## src/rtl/dllc_pkg.sv

```systemverilog
package dllc_pkg;
    typedef enum logic [1:0] {
        PH_IDLE = 2'd0,
        PH_PREP = 2'd1,
        PH_WAIT = 2'd2
    } phase_e;

    typedef struct packed {
        phase_e     phase;
        logic       clk_en;
        logic       dll_en;
        logic       dly_sel;
        logic [2:0] fsel;
        logic [2:0] pend_code;
        logic       done;
        logic       tmo;
    } ctrl_s;

    localparam logic [2:0] CODE_LOW = 3'd4;
endpackage

```

## src/rtl/dllc_range_enc.sv

```systemverilog
module dllc_range_enc #(
    parameter int FREQ_W     = 9,
    parameter int BYPASS_MHZ = 50
) (
    input  logic [FREQ_W-1:0] freq_i,
    output logic [2:0]        code_o,
    output logic              bypass_o
);
    localparam int unsigned EDGE0 = 200;
    localparam int unsigned EDGE1 = 170;
    localparam int unsigned EDGE2 = 140;
    localparam int unsigned EDGE3 = 110;
    localparam int unsigned EDGE4 = 80;

    logic [31:0] fv;
    assign fv = 32'(freq_i);

    always_comb begin
        bypass_o = (fv < 32'(BYPASS_MHZ));
        if (fv > EDGE1 && fv <= EDGE0)      code_o = 3'd0;
        else if (fv > EDGE2 && fv <= EDGE1) code_o = 3'd1;
        else if (fv > EDGE3 && fv <= EDGE2) code_o = 3'd2;
        else if (fv > EDGE4 && fv <= EDGE3) code_o = 3'd3;
        else                                code_o = dllc_pkg::CODE_LOW;
    end
endmodule

```

## src/rtl/dllc_lock_timer.sv

```systemverilog
module dllc_lock_timer #(
    parameter int TIMEOUT_CYC = 20_000_000
) (
    input  logic clk_i,
    input  logic rst_ni,
    input  logic clr_i,
    input  logic run_i,
    output logic expire_o
);
    localparam int CNT_W = (TIMEOUT_CYC > 2) ? $clog2(TIMEOUT_CYC) : 1;
    localparam logic [CNT_W-1:0] LAST = CNT_W'(TIMEOUT_CYC - 1);

    logic [CNT_W-1:0] cnt_d, cnt_q;

    always_comb begin
        cnt_d = cnt_q;
        if (clr_i)      cnt_d = '0;
        else if (run_i) cnt_d = cnt_q + 1'b1;
    end

    always_ff @(posedge clk_i or negedge rst_ni) begin
        if (!rst_ni) cnt_q <= '0;
        else         cnt_q <= cnt_d;
    end

    assign expire_o = run_i && !clr_i && (cnt_q == LAST);
endmodule

```

## src/rtl/dll_range_ctrl.sv

```systemverilog
module dll_range_ctrl #(
    parameter int FREQ_W      = 9,
    parameter int BYPASS_MHZ  = 50,
    parameter int TIMEOUT_CYC = 20_000_000
) (
    input  logic              clk_i,
    input  logic              rst_ni,
    input  logic              start_i,
    input  logic [FREQ_W-1:0] freq_mhz_i,
    input  logic              dll_rdy_i,
    output logic              card_clk_en_o,
    output logic              dll_en_o,
    output logic [2:0]        freq_sel_o,
    output logic              dly_tx_sel_o,
    output logic              dly_rx_sel_o,
    output logic              done_o,
    output logic              timeout_o
);
    import dllc_pkg::*;

    ctrl_s      st_d, st_q;
    logic [2:0] code;
    logic       bypass;
    logic       tmr_clr, tmr_run, tmr_exp;

    dllc_range_enc #(
        .FREQ_W    (FREQ_W),
        .BYPASS_MHZ(BYPASS_MHZ)
    ) u_enc (
        .freq_i  (freq_mhz_i),
        .code_o  (code),
        .bypass_o(bypass)
    );

    assign tmr_clr = (st_q.phase == PH_PREP);
    assign tmr_run = (st_q.phase == PH_WAIT) && !dll_rdy_i;

    dllc_lock_timer #(
        .TIMEOUT_CYC(TIMEOUT_CYC)
    ) u_tmr (
        .clk_i   (clk_i),
        .rst_ni  (rst_ni),
        .clr_i   (tmr_clr),
        .run_i   (tmr_run),
        .expire_o(tmr_exp)
    );

    always_comb begin
        st_d = st_q;
        unique case (st_q.phase)
            PH_IDLE: begin
                if (start_i) begin
                    st_d.done = 1'b0;
                    st_d.tmo  = 1'b0;
                    st_d.dll_en = 1'b0;
                    if (bypass) begin
                        st_d.dly_sel = 1'b1;
                        st_d.clk_en  = 1'b1;
                        st_d.done    = 1'b1;
                    end else begin
                        st_d.clk_en    = 1'b0;
                        st_d.dly_sel   = 1'b0;
                        st_d.fsel      = code;
                        st_d.pend_code = code;
                        st_d.phase     = PH_PREP;
                    end
                end
            end
            PH_PREP: begin
                st_d.dll_en = 1'b1;
                st_d.phase  = PH_WAIT;
            end
            PH_WAIT: begin
                if (dll_rdy_i) begin
                    st_d.done   = 1'b1;
                    st_d.clk_en = 1'b1;
                    st_d.phase  = PH_IDLE;
                end else if (tmr_exp) begin
                    st_d.tmo    = 1'b1;
                    st_d.dll_en = 1'b0;
                    st_d.phase  = PH_IDLE;
                end
            end
            default: st_d.phase = PH_IDLE;
        endcase
    end

    always_ff @(posedge clk_i or negedge rst_ni) begin
        if (!rst_ni) begin
            st_q <= '{phase: PH_IDLE, clk_en: 1'b1, dll_en: 1'b0, dly_sel: 1'b0,
                      fsel: CODE_LOW, pend_code: CODE_LOW, done: 1'b0, tmo: 1'b0};
        end else begin
            st_q <= st_d;
        end
    end

    assign card_clk_en_o = st_q.clk_en;
    assign dll_en_o      = st_q.dll_en;
    assign freq_sel_o    = st_q.fsel;
    assign dly_tx_sel_o  = st_q.dly_sel;
    assign dly_rx_sel_o  = st_q.dly_sel;
    assign done_o        = st_q.done;
    assign timeout_o     = st_q.tmo;
endmodule

```

## config.mk

```make
export PLATFORM = sky130hd
export DESIGN_NAME = dll_range_ctrl
export DESIGN_NICKNAME = d
export VERILOG_FILES = /design/src/rtl/dllc_pkg.sv /design/src/rtl/dllc_range_enc.sv /design/src/rtl/dllc_lock_timer.sv /design/src/rtl/dll_range_ctrl.sv
export SDC_FILE = /design/constraint.sdc
export NUM_CORES = 1
export LEC_CHECK = 0
export BUFFER_PORTS_ARGS = -buffer_cell sky130_fd_sc_hd__buf_2
export CAP_MARGIN = 20
export CORE_MARGIN = 5
export CORE_UTILIZATION = 44
export DETAILED_ROUTE_END_ITERATION = 10
export HOLD_SLACK_MARGIN = 0.06
export PLACE_DENSITY = 0.69
export SLEW_MARGIN = 20
export SYNTH_ARGS = -nofsm -noshare
export SYNTH_HDL_FRONTEND = slang
export SYNTH_SLANG_ARGS = --single-unit
```

## constraint.sdc

```tcl
create_clock -name clk_i -period 3.3 [get_ports clk_i]
set_input_delay 0.33 -clock clk_i [delete_from_list [all_inputs] [get_ports clk_i]]
set_output_delay 0.33 -clock clk_i [all_outputs]
set_load 0.005 [all_outputs]
```

Word-level counts from Yosys, hierarchy flattened
Cells that the tools add are included.
{"block": "word_totals", "regBits": 35, "latch_bits": 0, "mem_bits_rw": 0, "rom_bits": 0, "output_inout_bits": 9, "elab_cells": 68, "n_memories": 0}
{"block": "op_classes", "add_sub_neg": 1, "mul": 0, "div_mod_pow": 0, "magnitude_cmp": 9, "n_eq_ne": 9, "n_shift": 0, "n_mux": 21, "bitwise_logic": 1, "reduce_logical": 19}
{"cell": "$mux 25", "count": 2}
{"cell": "$le 9x8->1 const B", "count": 3}
{"cell": "$add 25x1->25 const B", "count": 1}
{"cell": "$eq 25x25->1 const B", "count": 1}
{"cell": "$gt 9x7->1 const B", "count": 2}
{"cell": "$gt 9x8->1 const B", "count": 2}
{"cell": "$mux 13", "count": 1}
{"cell": "$mux 3", "count": 4}
{"cell": "$ne 2x2->1 const B", "count": 5}
{"cell": "$le 9x7->1 const B", "count": 1}
{"cell": "$lt 9x6->1 const B", "count": 1}
{"cell": "$reduce_and 3->1", "count": 3}
{"cell": "$reduce_and 4->1", "count": 2}
{"cell": "$logic_and 1x1->1", "count": 7}
{"cell": "$mux 1", "count": 6}
{"cell": "$mux 2", "count": 3}
{"cell": "$mux 6", "count": 1}
{"cell": "$pmux 2 s3", "count": 1}
{"cell": "$pmux 2 s2", "count": 1}
{"cell": "$reduce_bool 2->1", "count": 2}
{"cell": "$ne 3x3->1 const B", "count": 1}
{"cell": "$pmux 1 s3", "count": 1}
{"cell": "$reduce_bool 3->1", "count": 1}
{"cell": "$eq 2x1->1 const B", "count": 1}
{"cell": "6 further kinds", "count": 7}

Logic depth before layout (Yosys ltp)
Gate-level depths: netlist of run 1.
{"block": "depth", "ltp_word": 9, "ltp_mapped": 5}

By module
Synthesis of run 1 repeated with hierarchy kept, for this count alone.
{"block": "hier_totals", "cells_unflattened": 214, "area_unflattened_um2": 2074.5}
{"module": "dllc_lock_timer", "n_inst": 1, "cells_each": 140, "area_per_inst_um2": 1362.6}
{"module": "dll_range_ctrl", "n_inst": 1, "cells_each": 44, "area_per_inst_um2": 489.2}
{"module": "dllc_range_enc", "n_inst": 1, "cells_each": 30, "area_per_inst_um2": 222.7}

Worst setup path after synthesis of run 1
OpenSTA, ideal clock, no wires.
{"block": "synth_path", "path_type": "reg2reg", "startpoint": "reg st_q[11] (netlist name)", "endpoint": "reg u_tmr.cnt_q[21]", "setup_ns": 0.126, "t_arrival_ns": 1.577, "required_time_ns": 3.174, "setup_slack_ns": 1.598, "path_stages_with_launch": 5, "cell_sequence": "dfrtp_1 > nor3b_4 > nand4_4 > or4_1 > mux2i_1"}
{"block": "synth_via", "elab_chain_len": 3, "elab_cells_between_ends": 5, "cone_classes": "eq/ne (2); mux (1); reduce/logical (2)"}
{"item": "start: declaration", "line_no": "dll_range_ctrl.sv:21", "source": "ctrl_s st_d, st_q;"}
{"item": "start signal: assignment", "line_no": "dll_range_ctrl.sv:90", "source": "st_q <= '{phase: PH_IDLE, clk_en: 1'b1, dll_en: 1'b0, dly_sel: 1'b0,"}
{"item": "start signal: assignment", "line_no": "dll_range_ctrl.sv:93", "source": "st_q <= st_d;"}
{"item": "$eq 2x2->1", "line_no": "dll_range_ctrl.sv:36", "source": "assign tmr_run = (st_q.phase == PH_WAIT) && !dll_rdy_i;"}
{"item": "$logic_and 1x1->1", "line_no": "dll_range_ctrl.sv:36"}
{"item": "$reduce_bool 2->1 (no source line)"}
{"item": "end signal: assignment", "line_no": "dllc_lock_timer.sv:23", "source": "else cnt_q <= cnt_d;"}
{"item": "end: declaration", "line_no": "dllc_lock_timer.sv:13", "source": "logic [CNT_W-1:0] cnt_d, cnt_q;"}
Parallel ways exist; a longest one is shown, timed or not.
A chain may end at the register's enable or synchronous reset.

Final worst setup path of run 1
Same ends and word-level chain as after synthesis.

==> metrics.md, run 1 <==
| Metric | Value |
|---|---|
| Run status | `complete, no violations` |
| Post-synthesis simple-gate area fraction | `28.7%` |
| Synth cell types | `46` |
| Xor-xnor portion of the synthesized cell area | `1.32%` |
| Gp weighted congestion | `0.847` |
| Asr flop ratio synth | `100%` |
| Grt ovf | `0` |
| Postcts setup bufs | `0` |
| VDD IR max | `152 uV` |
| Clk root buf | `clkbuf_8` |
| Die Wd | `77.2 um` |
| Worst slew pin tran | `0.774 ns` |
| Number of global-route vias before repair | `1495` |
| Clock skew | `0.00551 ns` |
| Post-synthesis mux area share | `4.53%` |
| Area leader, netlist | `dfrtp_1` |
| Final Cycle Share | `64.3%` |
| Core Area | `0.00435 sq mm` |
| Post-synth EDFFs | `0` |
| Final Net Count | `248` |
| Final setup vio count | `0` |
| Max Root-Sink Buffers | `2` |
| Synth top cells by count | `dfrtp_1, nand2_1, nor2_1` |
| Clock sinks | `35` |
| Site row count | `24` |
| Largest family of logic cells by synthesized area | `simple AND/OR/NAND/NOR gates` |
| Routed Antenna Nets | `0` |
| Avg Cell Area, Syn | `9.07 sq um` |
| Routed WL | `4150 um` |
| Tightest Hold Check Type | `in -> async` |
| Synth Register Bits | `35` |
| Slew headroom | `48.4%` |
| Clock period minus worst slack | `2.12 ns` |
| RSZ-0062 raised after global routing | `no` |
| Startpoint types | `flop` |
| Yosys warnings | `0` |
| Post-Place Cells | `279` |
| Number of buffers created by CTS | `5` |
| Synth Area in Adders | `0.630%` |
| ANT cells | `0` |
| Post-DP HPWL | `2970 um` |
| Avg Vias per Cell | `5.77` |
| Fin worst setup slack | `1.18 ns` |
| # DRC | `0` |
| I/O pins | `22` |
| Worst-Skew Late Latency | `0.29 ns` |
| Port bufs | `21` |
| Fin. max-slew vios | `0` |
| Initial Utilization | `45.6%` |
| Gate Count Post-Synth | `219` |
| DIE HEIGHT | `77.2 um` |
| Hold_buf cts | `0` |
| Final Non-Filler Cells | `287` |
| Finished Cell Area | `0.00220 sq mm` |
| Iteration count of the initial detailed-routing pass | `4` |
| Pin count of the biggest net entering global routing | `36` |
| WL per Instance | `14.5 um` |
| F_max | `471 MHz` |
| Max Cap Violations | `0` |
| Via count | `1656` |
| Syn-to-layout area delta | `10.5%` |
| Largest stage delay, worst path | `0.61 ns` |
| Seq/Total Area, Yosys | `44.2%` |
| Top cell type's share of synthesized area | `41.6%` |
| CP endpoint kind | `flop` |
| Die area | `0.00596 sq mm` |
| Cell Area, Synth | `0.00199 sq mm` |
| CTS tree | `yes` |
| PD cells | `541 mW/mm^2` |
| Area after DPL | `0.00209 sq mm` |
| Mapped Nets | `233` |
| Most used DFF post-synth | `dfrtp_1` |
| Count leader, synth | `dfrtp_1` |
| H-tree levels | `2` |
| CP Data Arrival Time | `2.30 ns` |
| CP max stage cell | `nor3b_4` |
| Leak pwr | `0.000995 uW` |
| Synth top area cells | `dfrtp_1, nand2_1, mux2i_1` |
| First-pass GRT wire length | `7110 um` |
| Crit-path max FO | `16` |
| Setup Total Neg Slack | `0 ns` |
| Initial antenna violation count | `0` |
| DP Worst Slack | `1.20 ns` |
| Starting DRC count in detailed routing | `108` |
| Cell chain of the critical path | `nor3b_4 -> nand4_4 -> or4_1 -> mux2i_1` |
| Final Hold Fails | `0` |
| Cts repair resizes | `0` |
| Share of layout cells above drive strength 1 | `15.7%` |
| Kind of critical path | `reg -> reg` |
| Compound-Gate Fraction of Synth Area | `16.6%` |
| GRT Overall Usage | `14.4%` |
| Req. time, crit path | `3.48 ns` |
| Worst hold slack | `0.109 ns` |
| Clock transition at path regs | `0.07 ns` |
==> placed cells by master, fill, tap and decap left out, types with 4 or more instances in the layout <==
| cell type | netlist | final |
|---|---|---|
| dfrtp_1 | 33 | 33 |
| nand3_1 | 14 | 14 |
| a21oi_1 | 10 | 10 |
| nor3_1 | 4 | 4 |
| buf_2 | 1 | 21 |
| nand4_1 | 9 | 9 |
| mux2i_1 | 9 | 9 |
| a31oi_1 | 5 | 5 |
| nand2b_1 | 4 | 4 |
| o31ai_1 | 6 | 6 |
| nand2_1 | 27 | 27 |
| o21ai_0 | 11 | 11 |
| clkbuf_8 | 0 | 7 |
| inv_1 | 4 | 4 |
| nor4_1 | 4 | 4 |
| and3_1 | 5 | 5 |
| nor2_1 | 17 | 17 |
==> registers in the layout, summed over array words and instances, names as in the netlist <==
name	cells
st_q	5
u_tmr.cnt_q	25
card_clk_en_o	1
dly_rx_sel_o	1
done_o	1
timeout_o	1
dll_en_o	1
==> critical path, delay by kind of cell, from the launching register on <==
kind	cells	cell delay [ns]
muxes	1	0.13
DFF	1	0.46
and+or+nand+nor	3	1.40
==> routing by layer <==
layer,vias up,part of all wire (%),GRT usage (%)
li1,839,-,-
met1,781,51,20.9
met2,29,43,20.1
met3,7,4.3,3.75
met4,0,1.9,6.19
met5,-,0,0
==> final timing paths <==
path | startpoint | to | slack, ns | depth (start not counted)
min | rst_ni | st_q[3]$_DFFE_PN0P_ | 0.11 | 1
min reg2reg | st_q[4]$_DFFE_PN1P_ | st_q[4]$_DFFE_PN1P_ | 0.48 | 2
min in group clk_i | freq_mhz_i[8] | st_q[3]$_DFFE_PN0P_ | 0.32 | 2
max | st_q[11]$_DFFE_PN0P_ | u_tmr.cnt_q[21]$_DFFE_PN0P_ | 1.18 | 4
max reg2reg | st_q[11]$_DFFE_PN0P_ | u_tmr.cnt_q[21]$_DFFE_PN0P_ | 1.18 | 4
max in group asynchronous | rst_ni | u_tmr.cnt_q[7]$_DFFE_PN0P_ | 2.69 | 1
==> logic make-up (layout without fill, tap and decap cells) <==
family	Yosys count	after routing
AO/OA/AOI/OAI	49	49
adder cells (fa/ha/maj)	1	1
AND/OR/NAND/NOR	105	105
multiplexers	9	9
buffers and inverters	17	33
XOR/XNOR	3	3
flip-flops	35	35
==> report_power, final <==
group / internal (uW) / switching (uW)
Clock: 190 / 158
Combinational: 113 / 178
Sequential: 500 / 49.7
Total: 803 / 386
==> metrics by stage <==
| step | power, uW | utilization [%] |
|---|---|---|
| after floorplan | 770 | - |
| after global placement | 847 | 48.0 |
| after detailed placement | 853 | 48.0 |
| after CTS | 1200 | 50.4 |
| after global routing | 1270 | 50.4 |
| final | 1190 | 50.4 |
==> cell type report <==
cell class | instances | area (sq um)
fill | 410 | 2160
clock buffer | 7 | 96.3
multi-input combinational | 167 | 1030
timing repair buffer | 21 | 105
sequential | 35 | 878
tap | 52 | 65.1
clock inverter | 1 | 7.51
inverter | 4 | 15.0
(Power assumes the default switching activity.)
==> run 2, diff against run 1 <==
--- a/config.mk
+++ b/config.mk
@@ -5,13 +5,14 @@
 export SDC_FILE = /design/constraint.sdc
 export NUM_CORES = 1
 export LEC_CHECK = 0
+export ABC_AREA = 1
 export BUFFER_PORTS_ARGS = -buffer_cell sky130_fd_sc_hd__buf_2
 export CAP_MARGIN = 20
 export CORE_MARGIN = 5
 export CORE_UTILIZATION = 44
 export DETAILED_ROUTE_END_ITERATION = 10
 export HOLD_SLACK_MARGIN = 0.06
-export PLACE_DENSITY = 0.69
+export PLACE_DENSITY = 0.71
 export SLEW_MARGIN = 20
 export SYNTH_ARGS = -nofsm -noshare
 export SYNTH_HDL_FRONTEND = slang
==> constraint.sdc (replaced) <==
create_clock -name clk_i -period 1.8 [get_ports clk_i]
set_input_delay 0.18 -clock clk_i [delete_from_list [all_inputs] [get_ports clk_i]]
set_output_delay 0.18 -clock clk_i [all_outputs]
set_load 0.005 [all_outputs]
==> metrics.md, run 2 <==
| Metric | Value |
|---|---|
| Routed WL | `4690 um (+13%)` |
| Iteration count of the initial detailed-routing pass | `4 (unchanged)` |
| Final setup vio count | `0 (unchanged)` |
| Syn-to-layout area delta | `11.4%` |
| Biggest regs | `u_tmr.cnt_q: 25 flops, st_q: 5 flops` |
| Area of the multi-input gates | `0.00116 sq mm (+13%)` |
| Sw Share | `34.7% (+2.2 points)` |
| R2r endpoint | `u_tmr.cnt_q[18]$_DFFE_PN0P_` |
| Clk pwr share | `25.9% (-3.4 points)` |
| Final Cycle Share | `85.7% (+21 points)` |
| ANT cells | `0 (unchanged)` |
| Fillers | `508 (+24%)` |
| Setup Total Neg Slack | `0 ns (unchanged)` |
| Final Net Count | `376 (+52%)` |
| Commonest non-fill, non-tap cell in the layout | `nand2_1` |
| Most used DFF post-synth | `dfrtp_1` |
| Asr flop ratio synth | `100% (unchanged)` |
| Routed Antenna Nets | `0 (unchanged)` |
| Avg Cell Area, Syn | `6.87 sq um (-24%)` |
| Crit-path max FO | `4 (-12)` |
| CP Data Arrival Time | `1.72 ns (-0.58 ns)` |
| CP max stage cell | `dfrtp_1` |
| DP Worst Slack | `0.252 ns (-0.948 ns)` |
| Largest register by flop count | `u_tmr.cnt_q` |
| CP endpoint kind | `flop` |
| Yosys warnings | `0 (unchanged)` |
| Clk root buf | `clkbuf_8` |
| Layout Utilization | `50.5% (about the same)` |
| I/O pins | `22 (unchanged)` |
| Clock transition at path regs | `0.07 ns (about the same)` |
| VDD IR max | `429 uV (+180%)` |
| DIE HEIGHT | `82.5 um (+6.9%)` |
| Critical Path Source | `u_tmr.cnt_q[0]$_DFFE_PN0P_` |
| Core Area | `0.00511 sq mm (+17%)` |
| Number of buffers created by CTS | `5 (unchanged)` |
| Flop2flop setup slack | `0.26 ns (-0.92 ns)` |
| Pin count of the biggest net entering global routing | `36 (unchanged)` |
| Slew headroom | `69.9% (+22 points)` |
| Clock period minus worst slack | `1.54 ns (-0.580 ns)` |
| Synth Register Bits | `35 (unchanged)` |
| Most frequent cells in the layout | `nand2_1, inv_1, nor2_1` |
| Cts repair resizes | `0 (unchanged)` |
| Cell chain of the critical path | `ha_1 -> nand3_2 -> nor2_4 -> nand2_4 -> nor2_4 -> nand2_4 -> nor2_8 -> nand2_2 -> nand3_1 -> nand2_1` |
| RSZ-0062 raised after global routing | `no` |
| Hold_buf cts | `1 (+1)` |
| Fin worst setup slack | `0.258 ns (-0.920 ns)` |
| Seq/Total Area, Yosys | `37.9% (-6.3 points)` |
| Internal Power | `1400 uW (+74%)` |
| CTS tree | `yes` |
| Site row count | `26 (+8.3%)` |
| Worst hold slack | `0.217 ns (+0.108 ns)` |
| Synth cell types | `29 (-37%)` |
| Setup crit end | `u_tmr.cnt_q[18]$_DFFE_PN0P_` |
| Worst-Skew Late Latency | `0.29 ns (about the same)` |
| Gp weighted congestion | `0.879 (+3.8%)` |
| Worst R2R Start | `u_tmr.cnt_q[0]$_DFFE_PN0P_` |
| Grt ovf | `0 (unchanged)` |
| Avg Vias per Cell | `4.72 (-18%)` |
| Postcts setup bufs | `0 (unchanged)` |
| Sequential Power Share | `46.1% (about the same)` |
| # DRC | `0 (unchanged)` |
| WL per Instance | `10.8 um (-25%)` |
| Max Cap Violations | `0 (unchanged)` |
| Seq. cell area | `878 sq um (unchanged)` |
| Worst slew pin tran | `0.449 ns (-0.325 ns)` |
| Gate Count Post-Synth | `337 (+54%)` |
| Max reg flops | `25 (unchanged)` |
| Port bufs | `21 (unchanged)` |
| H-tree levels | `2 (unchanged)` |
| Tightest Hold Check Type | `in -> reg` |
| Number of global-route vias before repair | `1990 (+33%)` |
| Top cell type's share of synthesized area | `35.7% (-5.9 points)` |
| GRT Overall Usage | `16.3% (+1.9 points)` |
| PD cells | `830 mW/mm^2 (+53%)` |
| Post-synth EDFFs | `0 (unchanged)` |
| Die Wd | `82.5 um (+6.9%)` |
| Post-route total power | `2140 uW (+80%)` |
| F_max | `648 MHz (+38%)` |
| Starting DRC count in detailed routing | `136 (+26%)` |
| Reg2Reg Depth | `10 (+6)` |
| First-pass GRT wire length | `8590 um (+21%)` |
| Synth top cells by count | `nand2_1, inv_1, nor2_1` |
| Fin. max-slew vios | `0 (unchanged)` |
| Max Root-Sink Buffers | `2 (unchanged)` |
| Run status | `complete, no violations` |
| Share of layout cells above drive strength 1 | `16.0% (+0.23 points)` |
| Post-DP HPWL | `3570 um (+20%)` |
| Sw power | `741 uW (+92%)` |
| Leak pwr | `0.00133 uW (+33%)` |
| Logic pwr share | `28.0% (+3.5 points)` |
| Via count | `2045 (+23%)` |
| Count leader, synth | `nand2_1` |
| Area leader, netlist | `dfrtp_1` |
| Cell Area, Synth | `0.00231 sq mm (+16%)` |
| Clock sinks | `35 (unchanged)` |
| Mapped Nets | `351 (+51%)` |
| Req. time, crit path | `1.98 ns (-1.50 ns)` |
| Initial Utilization | `45.3% (-0.31 points)` |
| Kind of critical path | `reg -> reg` |
| Largest stage delay, worst path | `0.40 ns (-0.21 ns)` |
| Initial antenna violation count | `0 (unchanged)` |
| Synth top area cells | `dfrtp_1, nand2_1, inv_1` |
| Startpoint types | `flop` |
| Die area | `0.00681 sq mm (+14%)` |
| Final Hold Fails | `0 (unchanged)` |
| Clock skew | `0.00484 ns (-0.000673 ns)` |
run 2: area by class of cell:
type,count,area share [%]
Clock buffer,6,2.82
Clock inverter,2,0.485
Inverter,58,8.45
Multi-Input combinational cell,236,45.1
Sequential cell,35,34.1
Tap cell,70,3.40
Timing Repair Buffer,26,5.63
run 2: critical path, delay by kind of cell (launching register included):
| kind | cells | cell delay [ns] |
|---|---|---|
| AND/OR/NAND/NOR | 9 | 0.82 |
| flip-flops | 1 | 0.40 |
| adder cells (fa/ha/maj) | 1 | 0.22 |
run 2: power by group through the flow:
stage,Sequential [uW],Combinational [uW],Clock [uW]
2_1_floorplan,995,455,0
3_3_place_gp,995,607,0
3_5_place_dp,1000,611,0
4_1_cts,985,611,579
5_1_grt,1000,700,611
6_report,985,599,554
run 2: logic make-up after synthesis:
kind of cell    after synthesis  share of synthesized area, %
xor+xnor                      1                         0.378
flops                        35                          37.9
compound gates               40                          8.97
simple gates                194                          40.4
fa+ha+maj                     1                         0.540
buf+inv                      66                          11.8
run 2: through the flow:
step           instances  area [sq um]
2_1_floorplan        337          2310
3_3_place_gp         424          2480
3_5_place_dp         424          2480
4_1_cts              433          2580
5_1_grt              433          2580
6_report             433          2580
run 2: how the worst min path moves through the flow:
stage	start	to	slack (ns)	depth (start not counted)
finish	dll_rdy_i	st_q[12]$_DFFE_PN0P_	0.22	4
global route	dll_rdy_i	st_q[12]$_DFFE_PN0P_	0.25	4
CTS	dll_rdy_i	st_q[12]$_DFFE_PN0P_	0.21	4
detailed placement	rst_ni	u_tmr.cnt_q[2]$_DFFE_PN0P_	0.25	2
global placement	rst_ni	u_tmr.cnt_q[2]$_DFFE_PN0P_	0.24	2
floorplan	rst_ni	dll_en_o$_DFFE_PN0P_	-0.12	0
run 2: metal layers:
metal / track usage [%] / up-vias / routed length (um)
met4: 4.41 / 0 / 52
met2: 27.2 / 30 / 2130
met3: 4.34 / 5 / 194
met1: 20.8 / 913 / 2320
met5: 0 / - / 0
li1: - / 1097 / -
